[src/rtl/sbee_pkg.sv]
package sbee_pkg;

  localparam int W_BYTE = 8;

  typedef logic [W_BYTE-1:0] octet_t;

  typedef enum logic [1:0] {
    LE_NONE,
    LE_START,
    LE_STOP,
    LE_RISE
  } line_ev_e;

  // Classify one strobe against the previously latched levels.
  function automatic line_ev_e line_event(input logic ps, input logic pd,
                                          input logic s, input logic d);
    if (ps && s && (pd != d)) return d ? LE_STOP : LE_START;
    if (!ps && s) return LE_RISE;
    return LE_NONE;
  endfunction

  // Shift one bit in at the bottom, MSB-first framing.
  function automatic octet_t shl_in(input octet_t v, input logic b);
    return {v[W_BYTE-2:0], b};
  endfunction

endpackage

[src/rtl/sbee_cond.sv]
module sbee_cond
  import sbee_pkg::*;
(
  input  logic prev_scl,
  input  logic prev_sda,
  input  logic scl_i,
  input  logic sda_i,
  output logic ev_start,
  output logic ev_stop,
  output logic ev_rise,
  output logic ev_steady
);

  line_ev_e ev;

  assign ev        = line_event(prev_scl, prev_sda, scl_i, sda_i);
  assign ev_start  = (ev == LE_START);
  assign ev_stop   = (ev == LE_STOP);
  assign ev_rise   = (ev == LE_RISE);
  assign ev_steady = (prev_sda == sda_i);

endmodule

[src/rtl/sbee_mem.sv]
module sbee_mem
  import sbee_pkg::*;
#(
  parameter int ADDR_W = 8
) (
  input  logic              clk,
  input  logic              we,
  input  logic [ADDR_W-1:0] waddr,
  input  octet_t            wdata,
  input  logic [ADDR_W-1:0] raddr,
  output octet_t            rdata
);

  localparam int DEPTH = 1 << ADDR_W;

  octet_t arr [DEPTH];

  always_ff @(posedge clk) begin
    if (we) arr[waddr] <= wdata;
  end

  assign rdata = arr[raddr];

endmodule

[src/rtl/sbee_core.sv]
module sbee_core
  import sbee_pkg::*;
#(
  parameter int ADDR_W = 8
) (
  input  logic              clk,
  input  logic              rst_n,
  input  logic              wr_en,
  input  logic              scl_i,
  input  logic              sda_i,
  input  logic              ev_start,
  input  logic              ev_stop,
  input  logic              ev_rise,
  input  logic              ev_steady,
  input  octet_t            mem_rdata,
  output logic [ADDR_W-1:0] fetch_addr,
  output logic              scl_q,
  output logic              sda_q,
  output logic              ack_q
);

  localparam int ACK_SLOT   = W_BYTE + 1;
  localparam int FETCH_SLOT = 2 * W_BYTE + 1;
  localparam int CNT_W      = $clog2(FETCH_SLOT + 1);
  localparam logic [CNT_W-1:0] C_ZERO     = '0;
  localparam logic [CNT_W-1:0] C_FIRST    = CNT_W'(1);
  localparam logic [CNT_W-1:0] C_ACK      = CNT_W'(ACK_SLOT);
  localparam logic [CNT_W-1:0] C_LAST_CMD = CNT_W'(ACK_SLOT - 1);
  localparam logic [CNT_W-1:0] C_LAST_ADR = CNT_W'(FETCH_SLOT - 1);

  logic [CNT_W-1:0] cnt_q, cnt_d;
  octet_t cmd_q, cmd_d, adr_q, adr_d, dsh_q, dsh_d;
  logic   ack_d, line_d;
  octet_t adr_shift;

  // Named internal events, shared by the logic and the assertions.
  wire idle     = (cnt_q == C_ZERO) && !ack_q;
  wire ev_cond  = ev_start | ev_stop;
  wire in_cmd   = (cnt_q < C_ACK);
  wire is_read  = cmd_q[0];
  wire edge_ok  = wr_en & ~ev_cond & ~idle & ev_rise;
  wire ack_slot = edge_ok & ack_q;
  wire take_bit = edge_ok & ~ack_q & ev_steady;
  wire last_cmd = take_bit & in_cmd & (cnt_q == C_LAST_CMD);
  wire last_adr = take_bit & ~in_cmd & (cnt_q == C_LAST_ADR);

  assign adr_shift  = shl_in(adr_q, sda_i);
  assign fetch_addr = adr_shift[ADDR_W-1:0];

  always_comb begin
    cnt_d  = cnt_q;
    cmd_d  = cmd_q;
    adr_d  = adr_q;
    dsh_d  = dsh_q;
    ack_d  = ack_q;
    line_d = sda_i;
    if (wr_en) begin
      if (ev_start) begin
        cnt_d = C_FIRST;
        cmd_d = '0;
        ack_d = 1'b0;
      end else if (ev_stop) begin
        cnt_d = C_ZERO;
        ack_d = 1'b0;
      end else if (ack_slot) begin
        line_d = 1'b0;
        ack_d  = 1'b0;
      end else if (take_bit) begin
        cnt_d = cnt_q + C_FIRST;
        if (in_cmd) begin
          cmd_d = shl_in(cmd_q, sda_i);
          if (last_cmd) ack_d = 1'b1;
        end else begin
          if (is_read) line_d = dsh_q[W_BYTE-1];
          adr_d = adr_shift;
          dsh_d = {dsh_q[W_BYTE-2:0], 1'b0};
          if (last_adr) begin
            dsh_d = mem_rdata;
            ack_d = 1'b1;
            cnt_d = C_ZERO;
          end
        end
      end
    end
  end

  always_ff @(posedge clk or negedge rst_n) begin
    if (!rst_n) begin
      scl_q <= 1'b1;
      sda_q <= 1'b1;
      cnt_q <= C_ZERO;
      ack_q <= 1'b0;
      cmd_q <= '0;
      adr_q <= '0;
      dsh_q <= '0;
    end else begin
      if (wr_en) begin
        scl_q <= scl_i;
        sda_q <= line_d;
      end
      cnt_q <= cnt_d;
      ack_q <= ack_d;
      cmd_q <= cmd_d;
      adr_q <= adr_d;
      dsh_q <= dsh_d;
    end
  end

  AST_START_REARMS: assert property (@(posedge clk) disable iff (!rst_n)
    wr_en && ev_start |=> (cnt_q == C_FIRST) && !ack_q);
  AST_STOP_IDLES: assert property (@(posedge clk) disable iff (!rst_n)
    wr_en && ev_stop |=> (cnt_q == C_ZERO) && !ack_q);
  AST_IDLE_IGNORES: assert property (@(posedge clk) disable iff (!rst_n)
    wr_en && idle && !ev_start |=> idle && $stable(cmd_q) && $stable(adr_q));
  AST_SKEW_DROPPED: assert property (@(posedge clk) disable iff (!rst_n)
    wr_en && !idle && !ack_q && ev_rise && !ev_steady && !ev_cond |=> $stable(cnt_q));
  AST_CMD_ACK: assert property (@(posedge clk) disable iff (!rst_n)
    last_cmd |=> ack_q && (cnt_q == C_ACK));
  AST_ACK_PULLS_LOW: assert property (@(posedge clk) disable iff (!rst_n)
    ack_slot |=> !sda_q && !ack_q);
  AST_FETCH_LOADS: assert property (@(posedge clk) disable iff (!rst_n)
    last_adr |=> ack_q && (cnt_q == C_ZERO) && (dsh_q == $past(mem_rdata)));
  AST_QUIET_HOLDS: assert property (@(posedge clk) disable iff (!rst_n)
    !wr_en |=> $stable(sda_q) && $stable(scl_q) && $stable(cnt_q) && $stable(ack_q));

endmodule

[src/rtl/sbee_slave.sv]
module sbee_slave
  import sbee_pkg::*;
#(
  parameter int ADDR_W = 8,
  parameter int AUX_W  = 8
) (
  input  logic              clk,
  input  logic              rst_n,
  input  logic              wr_en,
  input  logic              scl_i,
  input  logic              sda_i,
  input  logic              pl_we,
  input  logic [ADDR_W-1:0] pl_addr,
  input  logic [7:0]        pl_data,
  input  logic [AUX_W-2:0]  aux_i,
  output logic              sda_o,
  output logic              ack_o,
  output logic [AUX_W-1:0]  stat_o
);

  logic scl_q, sda_q, ack_q;
  logic ev_start, ev_stop, ev_rise, ev_steady;
  logic [ADDR_W-1:0] fetch_addr;
  octet_t mem_rdata;

  sbee_cond u_cond (
    .prev_scl (scl_q),
    .prev_sda (sda_q),
    .scl_i    (scl_i),
    .sda_i    (sda_i),
    .ev_start (ev_start),
    .ev_stop  (ev_stop),
    .ev_rise  (ev_rise),
    .ev_steady(ev_steady)
  );

  sbee_mem #(.ADDR_W(ADDR_W)) u_mem (
    .clk  (clk),
    .we   (pl_we),
    .waddr(pl_addr),
    .wdata(pl_data),
    .raddr(fetch_addr),
    .rdata(mem_rdata)
  );

  sbee_core #(.ADDR_W(ADDR_W)) u_core (
    .clk       (clk),
    .rst_n     (rst_n),
    .wr_en     (wr_en),
    .scl_i     (scl_i),
    .sda_i     (sda_i),
    .ev_start  (ev_start),
    .ev_stop   (ev_stop),
    .ev_rise   (ev_rise),
    .ev_steady (ev_steady),
    .mem_rdata (mem_rdata),
    .fetch_addr(fetch_addr),
    .scl_q     (scl_q),
    .sda_q     (sda_q),
    .ack_q     (ack_q)
  );

  assign sda_o  = sda_q;
  assign ack_o  = ack_q;
  assign stat_o = {aux_i, sda_q};

endmodule

[config.mk]
export PLATFORM = sky130hd
export DESIGN_NAME = sbee_slave
export DESIGN_NICKNAME = d
export VERILOG_FILES = /design/src/rtl/sbee_pkg.sv /design/src/rtl/sbee_cond.sv /design/src/rtl/sbee_mem.sv /design/src/rtl/sbee_core.sv /design/src/rtl/sbee_slave.sv
export SDC_FILE = /design/constraint.sdc
export NUM_CORES = 2
export LEC_CHECK = 0
export BUFFER_PORTS_ARGS = -buffer_cell sky130_fd_sc_hd__buf_4
export CORE_AREA = 2 2 388 390
export CTS_CLUSTER_DIAMETER = 30
export DETAILED_ROUTE_END_ITERATION = 7
export DIE_AREA = 0 0 390 392
export PLACE_DENSITY = 0.68
export SYNTH_ARGS = -nofsm -noshare
export SYNTH_HDL_FRONTEND = slang
export SYNTH_SLANG_ARGS = --single-unit
export TNS_END_PERCENT = 1
[constraint.sdc]
create_clock -name clk -period 3.7 [get_ports clk]
set_input_delay 0 -clock clk [delete_from_list [all_inputs] [get_ports clk]]
set_output_delay 0 -clock clk [all_outputs]
set_load 0.1 [all_outputs]
# Yosys cells after proc, flatten, opt, wreduce, memory -nomap -nowiden
# Memories as Yosys holds them, arrays and structs flattened.
# Index checks and enable logic that the tools add are counted.
totals:
  reg_bits: 24
  mem_bits_rw: 2048
  input_bits: 29
  mem_count: 1
op_classes:
  muxes: 35
  order_cmp: 1
  n_reduce_logical: 16
  bitwise_logic: 18
  addsub: 1
  n_eq_ne: 11
mem_list:
  columns: ["name", "words", "width", "rd", "rd_ports_with_merged_regs", "wr", "line_no", "source"]
  rows:
  - ["u_mem.arr", 256, 8, 1, 0, 1, "sbee_mem.sv:16", "octet_t arr [DEPTH];"]
op_table:
  columns: ["cell", "count"]
  rows:
  - ["$mux 5", 6]
  - ["$mux 1", 23]
  - ["$and 1x1->1", 10]
  - ["$mux 2", 5]
  - ["$mux 8", 1]
  - ["$not 1->1", 7]
  - ["$reduce_and 6->1", 1]
  - ["$add 5x1->5 const B", 1]
  - ["$eq 5x4->1 const B", 1]
  - ["$eq 5x5->1 const B", 1]
  - ["$logic_not 5->1", 1]
  - ["$lt 5x4->1 const B", 1]
  - ["$ne 5x3->1 const B", 1]
  - ["$reduce_and 5->1", 1]
  - ["$reduce_bool 5->1", 1]
  - ["$eq 2x2->1 const B", 2]
  - ["$logic_and 1x1->1", 4]
  - ["$ne 2x1->1 const B", 2]
  - ["$reduce_and 4->1", 1]
  - ["$reduce_bool 2->1", 2]
  - ["$reduce_bool 4->1", 1]
  - ["$ne 3x1->1 const B", 1]
  - ["$reduce_and 3->1", 1]
  - ["$reduce_bool 3->1", 1]
  - ["5 further kinds", 6]

# Logic depth before layout (Yosys ltp)
depth:
  ltp_word: 22
  mapped_depth: 18
  mapped_depth_nobuf: 11

# Modules after synthesis
# A second synthesis with hierarchy kept.
hier_totals:
  cells_unflattened: 3853
  area_unflattened_um2: 80791.2
modules_own_cells:
  columns: ["module", "n_inst", "seq_area_each_um2", "cells_per_inst", "area_per_inst_um2"]
  rows:
  - ["sbee_mem", 1, 61499.0, 3725, 79396.1]
  - ["sbee_core", 1, 603.1, 116, 1300.0]
  - ["sbee_slave", 1, 0.0, 8, 60.1]
  - ["sbee_cond", 1, 0.0, 4, 35.0]

# Worst setup path before layout
# No wires, ideal clock.
synth_path:
  kind: "input to register"
  startpoint: "input port sda_i"
  endpoint: "register u_core.dsh_q[3]"
  t_required_ps: 3599
  path_stages: 16
  arrival_ps: 3247
  path_slack_ps: 352
  setup_ps: 101
  path_buffers: 7
  path_cell_list: "buf_6 buf_12 buf_8 buf_6 buf_6 buf_6 buf_4 o21ai_0 and2_1 ha_1 nor4bb_1 o2111ai_1 nor2_1 a21oi_1 or4_1 o32ai_1"
synth_between:
  elab_chain_len: 16
synth_lines:
  columns: ["element", "line_no", "source"]
  rows:
  - ["start, declared", "sbee_slave.sv:11", "input logic sda_i,"]
  - ["$mux 2 (2 in a row)", "sbee_pkg.sv:17", "if (ps && s && (pd != d)) return d ? LE_STOP : LE_START;"]
  - ["$mux 2", "sbee_pkg.sv:18", "if (!ps && s) return LE_RISE;"]
  - ["$mux 2", "sbee_pkg.sv:19", "return LE_NONE;"]
  - ["$mux 2", "sbee_pkg.sv:18", null]
  - ["$eq 2x1->1 / $eq 2x2->1 (equally long branches)", "sbee_cond.sv:17, sbee_cond.sv:18", null]
  - ["$or 1x1->1", "sbee_core.sv:38", "wire ev_cond = ev_start | ev_stop;"]
  - ["$not 1->1", "sbee_core.sv:41", "wire edge_ok = wr_en & ~ev_cond & ~idle & ev_rise;"]
  - ["$and 1x1->1 (3 in a row)", "sbee_core.sv:41", null]
  - ["$and 1x1->1 (2 in a row)", "sbee_core.sv:43", "wire take_bit = edge_ok & ~ack_q & ev_steady;"]
  - ["$and 1x1->1 (2 in a row)", "sbee_core.sv:45", "wire last_adr = take_bit & ~in_cmd & (cnt_q == C_LAST_ADR);"]
  - ["$mux 8", "sbee_core.sv:77", "if (last_adr) begin"]
  - ["end signal, assigned", "sbee_core.sv:105", "dsh_q <= dsh_d;"]
  - ["end, declared", "sbee_core.sv:32", "octet_t cmd_q, cmd_d, adr_q, adr_d, dsh_q, dsh_d;"]
# Several ways; a longest one is shown, not always the timed one. The select of a mux whose other input is x is not followed.
# A chain may end at the register's enable or synchronous reset.

# Final worst setup path
layout_path:
  startpoint: "register u_core.adr_q[0]"
  endpoint: "register u_core.dsh_q[4]"
layout_between:
  elab_chain_len: 2
layout_lines:
  columns: ["element", "line_no", "source"]
  rows:
  - ["start, declared", "sbee_core.sv:32", null]
  - ["start signal, assigned", "sbee_core.sv:104", "adr_q <= adr_d;"]
  - ["$mem_v2 256x8", null, null]
  - ["$mux 8", "sbee_core.sv:77", null]
# Every way passes these cells.

==> impl_metrics.json <==
{
  "synth_cells": 3977,
  "crit_path_frequent_cell": "a21oi_1",
  "reg2regPathDepth": 8,
  "internal_power_mw": 49.95,
  "drcViolationCount": 1,
  "hold_buffers": 31,
  "slowest_delay_ns": 0.85,
  "peakVddDrop_uv": 517.0,
  "place_hpwl_um": 132700,
  "synth.distinct_cells": 77,
  "p_comb_frac": 0.026,
  "cts.htree.levels": 5,
  "io_pins": 39,
  "finalSetupTns_ns": 0,
  "grt_start_max_net_pins": 150,
  "core_um2": 148900,
  "clk_path_buf_depth": 4,
  "synth_seq_cells": 2072,
  "rsz0062_at_grt": "false",
  "die_w_um": 390,
  "grt_util_all_layers": 0.2898,
  "initial_utilization": 0.5464,
  "port_buffers": 24,
  "final_cells": 6715,
  "place.gp.congestion": 0.9390,
  "violations": "DRC",
  "die_area_um2": 152900,
  "root_buffer": "clkbuf_16",
  "critPathTopFamily": "compound AO/OA/AOI/OAI gates",
  "post_dp_cell_area_um2": 84860,
  "placedCellCount": 5961,
  "min_path_type": "input port to output pin",
  "seq_area_um2": 62110,
  "routed_wl_um": 220000,
  "syn_area_um2": 81350,
  "area_growth_pct": 21.12,
  "stdcell_area_um2": 98530,
  "avgSynthCellArea_um2": 20.45,
  "routedWlPerCell_um": 32.76,
  "p_clk_frac": 0.563,
  "crit_buf_inv": 1,
  "status": "complete, but fails checks",
  "power_density_nw_per_um2": 641.5,
  "yosysSeqAreaShare": 0.7634,
  "fin_crit_ns": 3.647,
  "antenna_found_initial": 6,
  "drv_slew": 0,
  "ant_nets": 0,
  "cts.sink_count": 2072,
  "finalCritPeriodShare": 0.9857,
  "required_ns": 4.50,
  "power_frac_seq": 0.411,
  "startpoint_type": "flip-flop",
  "numCtsBuffers": 395,
  "cts_tree": "built",
  "drt-vias-per-instance": 6.536,
  "fmax_mhz": 274.2,
  "switching_share": 0.2097,
  "async_flop_share": 0.01158,
  "path_cells": "buf_4 -> mux4_2 -> a22o_1 -> a21oi_1 -> o21ai_0 -> o41ai_1 -> a2111o_1 -> a21oi_1",
  "slew_headroom": 0.2059,
  "final_hold_viol_count": 0,
  "worst_slew_pin_slew_ns": 1.191,
  "num_vias": 43890,
  "end_kind": "flip-flop",
  "fill_cells": 9374,
  "syn_nets": 4011,
  "crit_path_max_fanout": 37,
  "critPathKind": "flip-flop to flip-flop",
  "clkTransAtPathRegs_ns": 0.05,
  "setup_viol": 0,
  "first_pass_iters": 8,
  "whs_ns": 0.00004385,
  "multi_input_area_um2": 17640,
  "cp.arrival_ns": 4.44,
  "postCtsSetupRepairBufs": 0,
  "slowest_stage": "o41ai_1",
  "synth-warning-count": 0,
  "p_sw_mw": 13.25,
  "clock_latency_ns": 0.92,
  "core.rowCount": 142,
  "synth-edff-count": 2048,
  "die_y_um": 392,
  "drv_cap": 0,
  "fin_worst_skew_ns": 0.06495,
  "synthFlopType": "edfxtp_1",
  "whs_path_depth": 0,
  "p_leak_nw": 31.92,
  "power_mw": 63.21,
  "grt_pass1_vias": 43600,
  "crit_cells": 8,
  "grt-ovfl-total": 0,
  "final_nets": 4479,
  "drive_above_1_share": 0.2988,
  "grt_pass1_wl_um": 314000,
  "dr.first_iter.drc_count": 5626,
  "ctsResizeCount": 0
}
[stage by stage]
| step | worst slack (ns) | utilization |
|---|---|---|
| 6_report | 0.05275 | 0.6618 |
| 3_3_place_gp | 0.2129 | 0.5699 |
| 5_1_grt | 0.04302 | 0.6616 |
| 3_5_place_dp | 0.2505 | 0.5699 |
| 2_1_floorplan | 0.3524 | - |
| 4_1_cts | 0.2219 | 0.6616 |
[layout make-up]
class	count	share of cell area
Inverter	13	0.0004952
Clock inverter	282	0.03250
Tap cell	1944	0.02469
Multi-Input combinational cell	1643	0.1791
Antenna cell	8	0.0002032
Sequential cell	2072	0.6304
Timing Repair Buffer	320	0.02979
Clock buffer	433	0.1028
[Yosys cell counts, types with 7 or more instances]
cell | number | area (um^2)
nor2b_1 | 32 | 200.2
a22o_1 | 11 | 96.34
a211oi_1 | 7 | 52.55
o2111ai_1 | 9 | 78.83
nand2_1 | 125 | 469.2
buf_8 | 8 | 120.1
clkbuf_1 | 94 | 352.8
nand2b_1 | 16 | 100.1
o22ai_1 | 76 | 475.5
nand3_1 | 66 | 330.3
a31oi_1 | 14 | 87.58
a221o_1 | 9 | 90.09
mux2_2 | 22 | 247.7
nor2_1 | 309 | 1160
inv_1 | 12 | 45.04
nor4_1 | 14 | 87.58
mux2i_1 | 150 | 1501
buf_2 | 61 | 305.3
a22oi_1 | 46 | 345.3
o31ai_1 | 7 | 52.55
mux4_2 | 439 | 9887
nor3_1 | 13 | 65.06
o21ai_0 | 46 | 230.2
buf_6 | 41 | 461.7
buf_4 | 37 | 277.8
mux4_1 | 17 | 446.7
a221oi_1 | 14 | 122.6
and2_1 | 12 | 75.07
o221ai_1 | 19 | 166.4
a21oi_1 | 50 | 250.2
edfxtp_1 | 2048 | 61500
nand4_1 | 22 | 137.6
dfrtp_1 | 22 | 550.5
[sequential cells by signal, indices dropped and copies added (netlist names)]
register      count
u_mem.arr      2048
u_core.dsh_q      8
u_core.adr_q      7
u_core.cnt_q      5
u_core.ack_q      1
u_core.cmd_q      1
u_core.scl_q      1
u_core.sda_q      1
[power by group through the flow]
stage | combinational (mW) | sequential [mW] | clock (mW)
floorplan | 0.868 | 26.4 | 0
global placement | 1.57 | 26.4 | 0
detailed placement | 1.59 | 26.4 | 0
CTS | 1.63 | 26.0 | 35.8
global route | 1.72 | 26.0 | 36.9
finish | 1.64 | 26.0 | 35.6
[final timing paths]
check,start,endpoint,slack (ns)
min in group asynchronous,rst_n,u_core.dsh_q[3],0.22
worst min register to register,u_core.dsh_q[6],u_core.dsh_q[6],0.55
worst max register to register,u_core.adr_q[0],u_core.dsh_q[4],0.05
worst max-delay path,u_core.adr_q[0],u_core.dsh_q[4],0.05
worst min-delay path,aux_i[3],stat_o[4],0.00004
max in group asynchronous,rst_n,u_core.sda_q,3.24
[metal layers]
layer  share of wire  vias to the layer above  global-route usage
met3            0.11                      626             0.07616
met4           0.053                        6              0.1471
met1            0.37                    22750              0.3931
met5         0.00020                        -                   0
met2            0.47                     2898              0.4386
li1                -                    17610                   -
[cell families after synthesis]
logic type | share of synthesized area
flops | 0.7634
simple gates | 0.03713
mux | 0.1485
compound gates | 0.02984
buf+inv | 0.02023
fa+ha+maj | 0.0007690
xor+xnor | 0.0001077
[cells in the final DEF (no fill, tap or decap), types with 12 or more instances in the layout]
| master | Yosys | routed |
|---|---|---|
| nor2b_1 | 32 | 29 |
| a221oi_1 | 14 | 14 |
| mux2_2 | 22 | 22 |
| clkinv_2 | 0 | 44 |
| clkinv_4 | 0 | 33 |
| clkbuf_1 | 94 | 33 |
| a22oi_1 | 46 | 46 |
| nand2_1 | 125 | 125 |
| nor3_1 | 13 | 13 |
| a21oi_1 | 50 | 50 |
| clkbuf_16 | 0 | 400 |
| o22ai_1 | 76 | 76 |
| and2_1 | 12 | 12 |
| mux4_1 | 17 | 17 |
| nand3_1 | 66 | 66 |
| nand4_1 | 22 | 22 |
| buf_4 | 37 | 249 |
| dfrtp_1 | 22 | 18 |
| edfxtp_1 | 2048 | 2048 |
| dlygate4sd3_1 | 0 | 30 |
| nor2_1 | 309 | 307 |
| buf_12 | 3 | 32 |
| clkinvlp_4 | 0 | 58 |
| mux4_2 | 439 | 439 |
| bufinv_16 | 0 | 52 |
| nand2b_1 | 16 | 16 |
| o221ai_1 | 19 | 19 |
| nor4_1 | 14 | 14 |
| inv_6 | 0 | 40 |
| o21ai_0 | 46 | 46 |
| mux2i_1 | 150 | 150 |
| clkinv_1 | 1 | 42 |
| a31oi_1 | 14 | 14 |
No activity file was read; power rests on OpenSTA's default activity.
